===== src/rtl/cpu_rst_pkg.sv =====
package cpu_rst_pkg;
  localparam int CTL_FULL_BIT = 0;
  localparam int CTL_KICK_BIT = 1;
  localparam int CTL_W        = 2;

  typedef struct packed {
    logic kick;
    logic full;
  } ctl_t;
endpackage


===== src/rtl/min_width_timer.sv =====
module min_width_timer #(
  parameter int CYCLES  = 64,
  parameter bit RST_ACT = 1'b0
) (
  input  logic clk,
  input  logic rst,
  input  logic hold,
  input  logic start,
  input  logic trig,
  input  logic kill,
  output logic act_q,
  output logic act_d
);
  localparam int CW = (CYCLES > 1) ? $clog2(CYCLES) : 1;
  localparam logic [CW-1:0] LAST = CW'(CYCLES - 1);

  logic [CW-1:0] cnt_q, cnt_d;

  always_comb begin
    act_d = act_q;
    cnt_d = cnt_q;
    if (kill) begin
      act_d = 1'b0;
      cnt_d = '0;
    end else if (hold || start) begin
      act_d = 1'b1;
      cnt_d = '0;
    end else if (act_q) begin
      if (cnt_q == LAST) begin
        act_d = 1'b0;
        cnt_d = '0;
      end else begin
        cnt_d = cnt_q + 1'b1;
      end
    end else if (trig) begin
      act_d = 1'b1;
      cnt_d = '0;
    end
  end

  always_ff @(posedge clk) begin
    if (rst) begin
      act_q <= RST_ACT;
      cnt_q <= '0;
    end else begin
      act_q <= act_d;
      cnt_q <= cnt_d;
    end
  end


  busy_hold_chk: assert property (@(posedge clk) disable iff (rst)
    (act_q && cnt_q != LAST && !kill) |=> act_q);


  release_chk: assert property (@(posedge clk) disable iff (rst)
    $fell(act_q) |-> ($past(cnt_q) == LAST || $past(kill)));
endmodule


===== src/rtl/rst_ctl_reg.sv =====
module rst_ctl_reg
  import cpu_rst_pkg::*;
(
  input  logic             clk,
  input  logic             rst,
  input  logic             wr_en,
  input  logic [CTL_W-1:0] wr_data,
  output logic             hard_req,
  output logic             soft_req
);
  ctl_t ctl_q;
  logic kick_rise;

  assign kick_rise = wr_en && wr_data[CTL_KICK_BIT] && !ctl_q.kick;
  assign hard_req  = kick_rise && wr_data[CTL_FULL_BIT];
  assign soft_req  = kick_rise && !wr_data[CTL_FULL_BIT];

  always_ff @(posedge clk) begin
    if (rst || hard_req) begin
      ctl_q <= '0;
    end else if (wr_en) begin
      ctl_q.kick <= wr_data[CTL_KICK_BIT];
      ctl_q.full <= wr_data[CTL_FULL_BIT];
    end
  end
endmodule


===== src/rtl/init_trig.sv =====
module init_trig (
  input  logic clk,
  input  logic rst,
  input  logic shutdown_cyc,
  input  logic kbc_rst_req,
  input  logic fast_wr,
  input  logic fast_wr_bit0,
  input  logic soft_req,
  output logic init_src
);
  logic kbc_q;

  always_ff @(posedge clk) begin
    if (rst) kbc_q <= 1'b0;
    else     kbc_q <= kbc_rst_req;
  end

  assign init_src = soft_req || shutdown_cyc ||
                    (kbc_rst_req && !kbc_q) ||
                    (fast_wr && fast_wr_bit0);
endmodule


===== src/rtl/cpu_rst_seq.sv =====
module cpu_rst_seq
  import cpu_rst_pkg::*;
#(
  parameter int HARD_CYCLES = 66000,
  parameter int INIT_CYCLES = 64
) (
  input  logic             clk,
  input  logic             rst,
  input  logic             pwr_good,
  input  logic             rc_wr,
  input  logic [CTL_W-1:0] rc_wr_data,
  input  logic             shutdown_cyc,
  input  logic             kbc_rst_req,
  input  logic             fast_wr,
  input  logic             fast_wr_bit0,
  input  logic             strap_act_low,
  output logic             cpu_rst_o,
  output logic             cpu_init_o,
  output logic             regs_default_o
);
  logic hard_req, soft_req, init_src;
  logic hard_q, hard_d, init_q, init_d;

  rst_ctl_reg u_ctl (
    .clk      (clk),
    .rst      (rst),
    .wr_en    (rc_wr),
    .wr_data  (rc_wr_data),
    .hard_req (hard_req),
    .soft_req (soft_req)
  );

  init_trig u_trig (
    .clk          (clk),
    .rst          (rst),
    .shutdown_cyc (shutdown_cyc),
    .kbc_rst_req  (kbc_rst_req),
    .fast_wr      (fast_wr),
    .fast_wr_bit0 (fast_wr_bit0),
    .soft_req     (soft_req),
    .init_src     (init_src)
  );

  min_width_timer #(.CYCLES(HARD_CYCLES), .RST_ACT(1'b1)) u_hard (
    .clk   (clk),
    .rst   (rst),
    .hold  (!pwr_good),
    .start (hard_req),
    .trig  (1'b0),
    .kill  (1'b0),
    .act_q (hard_q),
    .act_d (hard_d)
  );

  // init is blocked and cut whenever the hard reset is held after this edge
  min_width_timer #(.CYCLES(INIT_CYCLES), .RST_ACT(1'b0)) u_init (
    .clk   (clk),
    .rst   (rst),
    .hold  (1'b0),
    .start (1'b0),
    .trig  (init_src),
    .kill  (hard_d),
    .act_q (init_q),
    .act_d (init_d)
  );

  always_ff @(posedge clk) begin
    if (rst) begin
      cpu_rst_o      <= !strap_act_low;
      cpu_init_o     <= strap_act_low;
      regs_default_o <= 1'b0;
    end else begin
      cpu_rst_o      <= hard_d ^ strap_act_low;
      cpu_init_o     <= init_d ^ strap_act_low;
      regs_default_o <= hard_req;
    end
  end


  excl_chk: assert property (@(posedge clk) disable iff (rst)
    !(hard_q && init_q));


  dflt_chk: assert property (@(posedge clk) disable iff (rst)
    regs_default_o |-> hard_q);


  pg_chk: assert property (@(posedge clk) disable iff (rst)
    !pwr_good |=> hard_q);
endmodule


===== config.mk =====
export PLATFORM = sky130hd
export DESIGN_NAME = cpu_rst_seq
export DESIGN_NICKNAME = d
export VERILOG_FILES = /design/src/rtl/cpu_rst_pkg.sv /design/src/rtl/min_width_timer.sv /design/src/rtl/rst_ctl_reg.sv /design/src/rtl/init_trig.sv /design/src/rtl/cpu_rst_seq.sv
export SDC_FILE = /design/constraint.sdc
export NUM_CORES = 1
export LEC_CHECK = 0
export ABC_AREA = 1
export ABC_CLOCK_PERIOD_IN_PS = 2900
export BUFFER_PORTS_ARGS = -buffer_cell sky130_fd_sc_hd__buf_2
export CORE_AREA = 2 2 67 69
export CTS_CLUSTER_SIZE = 28
export DETAILED_ROUTE_END_ITERATION = 10
export DIE_AREA = 0 0 69 71
export HOLD_SLACK_MARGIN = 0.15
export PLACE_DENSITY_LB_ADDON = 0.1
export SYNTH_ARGS = -nofsm -noshare
export SYNTH_HDL_FRONTEND = slang
export SYNTH_SLANG_ARGS = --single-unit
export TNS_END_PERCENT = 5

===== constraint.sdc =====
create_clock -name clk -period 2.9 [get_ports clk]
set_clock_uncertainty 0.2 [all_clocks]
set_input_delay 0.145 -clock clk [delete_from_list [all_inputs] [get_ports clk]]
set_output_delay 0.145 -clock clk [all_outputs]
set_load 0.05 [all_outputs]

==> summary.txt, run 1 <==
status = complete, no violations
LEAKAGE = 0.733 nW
Hold WC Path Type = in -> reg
drt first-iter violations = 56
first-pass GRT wire length = 5140 µm
synthesized instance count = 196
Die X = 69 µm
Critical Path RT = 2.88 ns
Final Hold Viols = 0
Core Box Area = 4200 µm²
GRT Util Overall = 13.1%
post-synthesis sequential area ratio = 39.6%
peak supply drop = 0.000200 V
syn avg cell area = 7.73 µm²
clk slew on worst S/H paths = 0.06 ns
RSZ-0062 raised after global routing = no
initial antenna violation count = 0
max cap viols = 0
reg2reg end = cpu_init_o
Register Area = 601 µm²
Starting Density = 36.0%
largest net degree at the start of global routing = 11
Max-slew headroom = 71.0%
FMAX = 460 MHz
FILL cells = 453
Slew @ Worst Pin = 0.434 ns
via count = 1301
max-slew violations = 0
CP Launch Point = shutdown_cyc
Slowest cell on crit path = dlygate4sd3_1
number of nets in the layout = 238
TritonCTS clock tree = done
ANT nets after route = 0
post-DP HPWL = 2180 µm
FP Rows = 24
I/O Buffers = 13
hold-fix buffers at CTS = 10
most frequent cells in the layout = nand2_1 (36), dfxtp_1 (30), nor2_1 (28)
FF-to-FF path depth = 9
clock sink count = 30
Worst EP arrival = 2.16 ns
post_cts resized = 0
Worst-Skew Late Latency = 0.28 ns
worst path cell trace = dlygate4sd3_1 > buf_2 > nor2_1 > nand3_1 > dlygate4sd3_1 > nor2_2 > nor2_1 > nand3_1 > nand2_1 > nand2_1 > inv_1
Cell variety after synth = 31
fraction of layout cells with a size suffix above 1 = 21.7%
Final period util = 75.0%
Root Buffer = clkbuf_8
CTS Buffer Depth = 2
syn nets = 209
routability cong. = 0.800
Max FO, Critical Path = 7
Post-Layout Cell Count = 278
Startpoint Class = primary input
GR Overflow Total = 0
ANT cells = 0
Setup Fix Bufs, Post-CTS = 0
CP Buf/Inv Count = 4
FF-to-FF setup slack = 0.81 ns
final setup vio count = 0
CTS buffer count = 5
setup TNS = 0 ns
PD cells = 446 nW/µm²
R2R Path Start = u_init.act_q
CP delay by family, top = buffers and inverters
element type at the critical path end = flip-flop
area occupied by multi-input gates = 811 µm²
Post-Syn Area = 1520 µm²
Synth Register Bits = 30
area delta synth->final = 20.5%
Hold Crit Depth = 6
Crit Path Category = in -> reg
H-tree depth = 2
dpl cells = 260
min cycle time layout = 2.18 ns
Avg WL per Cell = 10.5 µm
vias in the first global route = 1263
total I/O pin count = 14
Die Y = 71 µm
stages on the worst setup path = 11
drt total wl = 2910 µm
DRC violations left = 0
die area = 4900 µm²
Via density = 4.68
most common cell after layout, fill and taps aside = nand2_1
drt pass-1 iters = 4
max incr delay on CP = 0.57 ns
crit path capture = cpu_init_o
synth warn = 0
## sequential cells by signal (all words and copies together), names as in the netlist
register / cells
u_ctl.ctl_q: 1
regs_default_o: 1
cpu_init_o: 1
u_hard.act_q: 1
u_trig.kbc_q: 1
u_init.cnt_q: 6
cpu_rst_o: 1
u_hard.cnt_q: 17
u_init.act_q: 1
## tightest hold or removal path: cells and delay by family
family | cells | cell delay (ns)
compound gates | 1 | 0.04
buf+inv | 2 | 0.17
simple gates | 3 | 0.27
## Yosys cell counts (all sizes together)
cell type  number  share of area, %
nand2          42                12
nor2           35                11
dfxtp          30                40
inv            23               5.9
nand3          20               8.1
a21oi          11               4.9
xor2            9               5.2
nand4           5               2.1
nor3            4               2.0
xnor2           3               1.7
a211oi          2              0.99
ha              2               1.7
o21ai           2              0.66
or2             2              0.83
a31o            1              0.58
a31oi           1              0.41
buf             1              0.74
clkinv          1              0.25
nor3b           1              0.50
o211ai          1              0.50
## kinds of logic after synthesis
kind of cell,after synthesis,synth area share (%)
flops,30,39.6
xor+xnor,12,6.94
buf+inv,25,6.85
compound gates,18,8.01
simple gates,109,36.9
fa+ha+maj,2,1.65
## power breakdown
part           total, mW  internal, mW  switching (mW)
logic             0.0496        0.0220          0.0276
clock network      0.344         0.191           0.153
registers          0.419         0.417         0.00259
## cell type report
type	count	share of cell area [%]
inverter	24	5.07
clock buffer	7	4.73
tap	52	3.56
clock inverter	1	0.274
multi-input combinational	141	44.4
timing repair buffer	23	9.05
sequential	30	32.9
## how the worst min path moves through the flow
stage / slack, ns / from / end
floorplan: 0.02 / rst / u_trig.kbc_q
finish: 0.19 / rc_wr_data[0] / u_hard.cnt_q[14]
CTS: 0.19 / rc_wr_data[0] / u_init.cnt_q[5]
global placement: 0.14 / rst / u_trig.kbc_q
global route: 0.24 / rc_wr_data[0] / u_hard.cnt_q[14]
detailed placement: 0.15 / rst / regs_default_o
## metal layers
| metal | vias to the layer above | wire length, µm | share of wire (%) | track usage [%] |
|---|---|---|---|---|
| met3 | 8 | 82 | 2.8 | 3.42 |
| li1 | 687 | - | - | - |
| met4 | 0 | 63 | 2.2 | 6.54 |
| met1 | 585 | 1310 | 45 | 14.1 |
| met2 | 21 | 1450 | 50 | 23.8 |
| met5 | - | 0 | 0 | 0 |
## metrics by stage
stage | worst slack, ns | hold WS (ns) | utilization, % | power, mW | cell area [µm²]
4_1_cts | 0.735 | 0.193 | 43.4 | 0.826 | 1830
2_1_floorplan | 1.34 | 0.0162 | - | 0.454 | 1520
3_5_place_dp | 1.18 | 0.153 | 38.9 | 0.468 | 1630
3_3_place_gp | 1.18 | 0.144 | 38.9 | 0.468 | 1630
6_report | 0.724 | 0.190 | 43.4 | 0.813 | 1830
5_1_grt | 0.647 | 0.238 | 43.4 | 0.858 | 1830
(Power assumes the default switching activity.)
==> inputs of run 2 (changes only) <==
--- a/config.mk
+++ b/config.mk
@@ -5,13 +5,13 @@
 export SDC_FILE = /design/constraint.sdc
 export NUM_CORES = 1
 export LEC_CHECK = 0
-export ABC_AREA = 1
-export ABC_CLOCK_PERIOD_IN_PS = 2900
+export ABC_AREA = 0
+export ABC_CLOCK_PERIOD_IN_PS = 1890
 export BUFFER_PORTS_ARGS = -buffer_cell sky130_fd_sc_hd__buf_2
-export CORE_AREA = 2 2 67 69
+export CORE_AREA = 2 2 63 65
 export CTS_CLUSTER_SIZE = 28
 export DETAILED_ROUTE_END_ITERATION = 10
-export DIE_AREA = 0 0 69 71
+export DIE_AREA = 0 0 65 67
 export HOLD_SLACK_MARGIN = 0.15
 export PLACE_DENSITY_LB_ADDON = 0.1
 export SYNTH_ARGS = -nofsm -noshare
==> constraint.sdc (replaced) <==
create_clock -name clk -period 1.89 [get_ports clk]
set_clock_uncertainty 0.2 [all_clocks]
set_input_delay 0.0945 -clock clk [delete_from_list [all_inputs] [get_ports clk]]
set_output_delay 0.0945 -clock clk [all_outputs]
set_load 0.05 [all_outputs]
==> run 2 against run 1 <==
Hold slack improved by 0.0070 ns; power grew 54%; combinational power grew 70%; sequential power increased by 53%; non-clock buffer count is 9 higher; sequential cell count unchanged; count of clock-buffer cells in the layout is the same.
==> summary.txt, run 2 <==
status = complete, no violations
Starting Density = 37.1% (+1.0 points)
DRC violations left = 0 (unchanged)
Synth area leaders = dfxtp_1 (45%), xor2_1 (7.9%), nor2_1 (5.9%)
RSZ-0062 raised after global routing = no
I/O Buffers = 13 (unchanged)
TritonCTS clock tree = done
die area = 4360 µm² (-11%)
Critical Path RT = 1.86 ns (-1.02 ns)
Core Box Area = 3610 µm² (-14%)
Synth top cells by count = dfxtp_1 (30), nor2_1 (21), xor2_1 (12)
hold path start = kbc_rst_req
drt total wl = 2650 µm (-9.1%)
Final period util = 95.8%
drt pass-1 iters = 3 (-1)
Via density = 4.89 (+4.4%)
initial antenna violation count = 0 (unchanged)
Post-synth EDFFs = 0 (unchanged)
CP delay by family, top = buffers and inverters
setup TNS = 0 ns (unchanged)
Worst-Skew Late Latency = 0.28 ns (about the same)
post-DP HPWL = 1830 µm (-16%)
drt first-iter violations = 72 (+29%)
final core utilization = 47.9% (+4.5 points)
max incr delay on CP = 0.52 ns (-0.05 ns)
vias in the first global route = 1111 (-12%)
Largest Register = u_hard.cnt_q
synth warn = 0 (unchanged)
fraction of layout cells with a size suffix above 1 = 20.2% (-1.5 points)
ANT cells = 0 (unchanged)
CP Launch Point = rc_wr_data[1]
total I/O pin count = 14 (unchanged)
PD cells = 724 nW/µm² (+63%)
GR Overflow Total = 0 (unchanged)
Die X = 65 µm (-5.8%)
Slowest cell on crit path = dlygate4sd3_1
syn avg cell area = 9.09 µm² (+18%)
first-pass GRT wire length = 4690 µm (-8.7%)
LEAKAGE = 0.648 nW (-12%)
Startpoint Class = primary input
post-synthesis sequential area ratio = 44.9% (+5.3 points)
area occupied by multi-input gates = 722 µm² (-11%)
max reg flops = 17 (unchanged)
most frequent cells in the layout = dfxtp_1 (30), nor2_1 (21), buf_2 (13)
FILL cells = 372 (-18%)
FP Rows = 22 (-8.3%)
max-slew violations = 0 (unchanged)
Setup Fix Bufs, Post-CTS = 0 (unchanged)
Root Buffer = clkbuf_8
clock sink count = 30 (unchanged)
via count = 1129 (-13%)
Avg WL per Cell = 11.5 µm (+9.3%)
R2R Path Start = u_hard.cnt_q[0]
Crit Path Category = in -> reg
most common cell after layout, fill and taps aside = dfxtp_1
Hold WC Path Type = in -> reg
cell taking the most area after synthesis = dfxtp_1
Die Y = 67 µm (-5.6%)
Synth Flop Type = dfxtp_1
H-tree depth = 2 (unchanged)
final setup vio count = 0 (unchanged)
post-synth top area share = 44.9% (+5.3 points)
Register Area = 601 µm² (unchanged)
total power = 1.25 mW (+54%)
most frequent cell after synthesis = dfxtp_1
Synth Register Bits = 30 (unchanged)
min cycle time layout = 1.81 ns
peak supply drop = 0.000457 V (+130%)
CTS buffer count = 5 (unchanged)
CTS Buffer Depth = 2 (unchanged)
Max FO, Critical Path = 7 (unchanged)
Slew @ Worst Pin = 0.422 ns (-0.0114 ns)
Cell variety after synth = 31 (unchanged)
Synth async-reset ratio = 0% (unchanged)
routability cong. = 0.806 (+0.71%)
clk slew on worst S/H paths = 0.06 ns (about the same)
synthesized instance count = 147 (-25%)
CP Buf/Inv Count = 3 (-1)
FMAX = 552 MHz
number of nets in the layout = 195 (-18%)
Hold Slack = 0.197 ns (+0.00702 ns)
leading registers by flop count = u_hard.cnt_q: 17 flops, u_init.cnt_q: 6 flops
ANT nets after route = 0 (unchanged)
worst path cell trace = dlygate4sd3_1 > buf_2 > and4bb_2 > nor3_2 > buf_4 > a41o_1 > a211o_1 > xnor2_1
max cap viols = 0 (unchanged)
area delta synth->final = 29.3%
Final Hold Viols = 0 (unchanged)
Max-slew headroom = 71.6% (+0.56 points)
Worst EP arrival = 1.78 ns (-0.38 ns)
largest net degree at the start of global routing = 15 (+4)
syn nets = 160 (-23%)
GRT Util Overall = 14.2% (+1.1 points)
element type at the critical path end = flip-flop
Post-Syn Area = 1340 µm² (-12%)
run 2: cell types whose count changed after synthesis, moves of 6 or more:
| cell | previous run | this run |
|---|---|---|
| nand3_1 | 17 | 7 |
| inv_1 | 20 | 4 |
| nand2_1 | 36 | 9 |
| nor2b_1 | 0 | 6 |
| nor2_1 | 28 | 21 |
run 2: worst paths after layout:
check / endpoint / slack [ns] / cells past startpoint
worst max-delay path: cpu_init_o / 0.08 / 8
worst min register to register: u_init.cnt_q[0] / 0.28 / 2
worst min-delay path: u_init.cnt_q[0] / 0.20 / 6
worst max register to register: cpu_init_o / 0.14 / 5
run 2: kinds of logic after synthesis:
kind of cell / count (synthesis) / synth area share (%)
AO/OA/AOI/OAI: 17 / 8.15
XOR/XNOR: 18 / 11.8
adder cells (fa/ha/maj): 2 / 1.87
buffers and inverters: 8 / 2.71
flip-flops: 30 / 44.9
AND/OR/NAND/NOR: 72 / 30.5
run 2: final cells by class:
| type | count | area share (%) |
|---|---|---|
| multi-input combinational | 109 | 41.8 |
| timing repair buffer | 32 | 13.8 |
| clock inverter | 1 | 0.290 |
| sequential | 30 | 34.8 |
| inverter | 4 | 0.869 |
| clock buffer | 7 | 5.00 |
| tap | 48 | 3.48 |
run 2: layer usage:
metal / track usage [%] / vias to the layer above / part of all wire (%)
met2: 23.8 / 9 / 47
met3: 4.56 / 4 / 2.6
met4: 6.38 / 0 / 1.6
met1: 16.4 / 535 / 49
li1: - / 581 / -
met5: 0 / - / 0
run 2: stage by stage:
step           worst slack, ns  std cells  cell area (µm²)
2_1_floorplan            0.136        147             1340
3_5_place_dp          -0.00110        212             1500
4_1_cts                0.00641        231             1700
3_3_place_gp            0.0849        212             1500
5_1_grt                 0.0164        231             1730
6_report                0.0797        231             1730
run 2: tightest hold or removal path: cells and delay by family:
family / cells / cell delay, ns
and+or+nand+nor: 3 / 0.26
AOI/OAI and AO/OA: 1 / 0.05
buffers and inverters: 2 / 0.23
run 2: report_power, final:
part           internal (mW)  leakage (nW)  switching (mW)
Clock                  0.293        0.0482           0.232
Sequential             0.640         0.243         0.00286
Combinational         0.0443         0.357          0.0400
Total                  0.977         0.648           0.275
run 2: what timing repair did:
action / in CTS / in global routing
hold buffers: 11 / 0
gates resized for setup: 1 / 4
endpoints found under the hold margin: 10 / 0
pin swaps: 0 / 2
setup endpoints to repair: 1 / 22
==> inputs of run 3 (changes only) <==
--- a/config.mk
+++ b/config.mk
@@ -8,10 +8,10 @@
 export ABC_AREA = 0
 export ABC_CLOCK_PERIOD_IN_PS = 1890
 export BUFFER_PORTS_ARGS = -buffer_cell sky130_fd_sc_hd__buf_2
-export CORE_AREA = 2 2 63 65
+export CORE_AREA = 2 2 65 67
 export CTS_CLUSTER_SIZE = 28
 export DETAILED_ROUTE_END_ITERATION = 10
-export DIE_AREA = 0 0 65 67
+export DIE_AREA = 0 0 67 69
 export HOLD_SLACK_MARGIN = 0.15
 export PLACE_DENSITY_LB_ADDON = 0.1
 export SYNTH_ARGS = -nofsm -noshare
==> run 3 against run 2 <==
Utilization shrank 3.5 points; register-to-register slack got worse by 0.04 ns; hold slack worse by 0.036 ns; fmax grew 1.4%; die area rose by 6.2%.
==> summary.txt, run 3 (synthesis gave the netlist of run 2 again) <==
status = complete, no violations
ANT cells = 0 (unchanged)
Root Buffer = clkbuf_8
Slew @ Worst Pin = 0.401 ns (-0.0218 ns)
LEAKAGE = 0.656 nW (+1.3%)
clk slew on worst S/H paths = 0.06 ns (about the same)
drt total wl = 2710 µm (+2.4%)
max cap viols = 0 (unchanged)
Max FO, Critical Path = 4 (-3)
FP Rows = 23 (+4.5%)
I/O Buffers = 13 (unchanged)
most frequent cells in the layout = dfxtp_1 (30), nor2_1 (21), buf_2 (13)
FMAX = 560 MHz (+1.4%)
Post-Layout Cell Count = 233 (+0.87%)
peak supply drop = 0.000273 V (-40%)
post-DP HPWL = 1920 µm (+5.2%)
Via density = 4.69 (-4.0%)
number of nets in the layout = 195 (unchanged)
CP delay by family, top = simple AND/OR/NAND/NOR gates
routability cong. = 0.748 (-7.2%)
Largest Register = u_hard.cnt_q
CTS buffer count = 5 (unchanged)
GR Overflow Total = 0 (unchanged)
setup TNS = 0 ns (unchanged)
Max-slew headroom = 73.1% (+1.5 points)
max reg flops = 17 (unchanged)
ANT nets after route = 0 (unchanged)
Crit Path Category = reg -> reg
Hold Slack = 0.161 ns (-0.0365 ns)
Final period util = 94.5% (-1.3 points)
post-route cell area = 1740 µm² (+0.51%)
Startpoint Class = flip-flop
Core Box Area = 3910 µm² (+8.5%)
Slowest cell on crit path = dfxtp_1
max incr delay on CP = 0.35 ns (-0.17 ns)
PD cells = 720 nW/µm² (-0.63%)
GRT Util Overall = 12.9% (-1.3 points)
Die Y = 69 µm (+3.0%)
total I/O pin count = 14 (unchanged)
die area = 4620 µm² (+6.2%)
largest net degree at the start of global routing = 15 (unchanged)
drt pass-1 iters = 4 (+1)
CP Buf/Inv Count = 0 (-3)
slack of the critical path = 0.105 ns (+0.0248 ns)
Worst-Skew Late Latency = 0.28 ns (about the same)
Hold WC Path Type = in -> reg
Final Hold Viols = 0 (unchanged)
Worst EP arrival = 1.75 ns (-0.03 ns)
Avg WL per Cell = 11.6 µm (+1.5%)
TritonCTS clock tree = done
Critical Path RT = 1.85 ns (about the same)
final core utilization = 44.4% (-3.5 points)
H-tree depth = 2 (unchanged)
element type at the critical path end = flip-flop
Starting Density = 34.1% (-2.9 points)
final setup vio count = 0 (unchanged)
min cycle time layout = 1.79 ns (-0.0248 ns)
leading registers by flop count = u_hard.cnt_q: 17 flops, u_init.cnt_q: 6 flops
dpl cells = 215 (+1.4%)
Setup WS pre-CTS = 0.00304 ns (+0.00414 ns)
placed cell areas = 1520 µm² (+1.5%)
total power = 1.25 mW (-0.13%)
drt first-iter violations = 32 (-56%)
most common cell after layout, fill and taps aside = dfxtp_1
DRC violations left = 0 (unchanged)
via count = 1093 (-3.2%)
vias in the first global route = 1008 (-9.3%)
CTS Buffer Depth = 2 (unchanged)
fraction of layout cells with a size suffix above 1 = 21.9% (+1.6 points)
worst path cell trace = ha_2 > nor4b_4 > nand4_1 > a211o_1 > xnor2_1
clock sink count = 30 (unchanged)
area delta synth->final = 30.0%
max-slew violations = 0 (unchanged)
initial antenna violation count = 0 (unchanged)
Die X = 67 µm (+3.1%)
first-pass GRT wire length = 4510 µm (-4.0%)
-- run 3: repair_timing --
action | in CTS | in global routing
buffers inserted | 0 | 1
hold buffers | 9 | 0
hold endpoints to repair | 8 | 0
gates resized for setup | 1 | 4
endpoints found under the setup margin | 1 | 22
pin swaps | 0 | 2
-- run 3: cell type report --
class | count | area (µm²)
fillers | 401 | 2180
well taps | 50 | 62.6
flip-flops and latches | 30 | 601
multi-input cells | 109 | 724
inverters | 4 | 15.0
clock inverters | 1 | 5.00
repair buffers | 32 | 243
clock buffers | 7 | 86.3
-- run 3: final timing paths --
path	startpoint	endpoint	slack (ns)	cells after the start
worst max-delay path	u_hard.cnt_q[0]	cpu_init_o	0.10	5
worst min-delay path	shutdown_cyc	u_init.cnt_q[5]	0.16	6
worst max register to register	u_hard.cnt_q[0]	cpu_init_o	0.10	5
worst min register to register	u_init.cnt_q[0]	u_init.cnt_q[0]	0.29	2
-- run 3: routing by layer --
layer  part of all wire, %  track usage (%)
met1                    51             17.5
met2                    44             17.5
met3                   3.3             4.89
met4                   1.2             6.80
met5                     0                0
-- run 3: worst min-delay path: stages --
cell and delay [ns]:
buf_2 0.08, a211o_1 0.10, nor3_2 0.06, buf_4 0.15
nand2_1 0.07, a21oi_1 0.05
-- run 3: where the power goes --
part           switching (mW)  internal [mW]
Combinational          0.0386         0.0426
Clock                   0.233          0.293
Sequential            0.00306          0.640
Total                   0.275          0.975
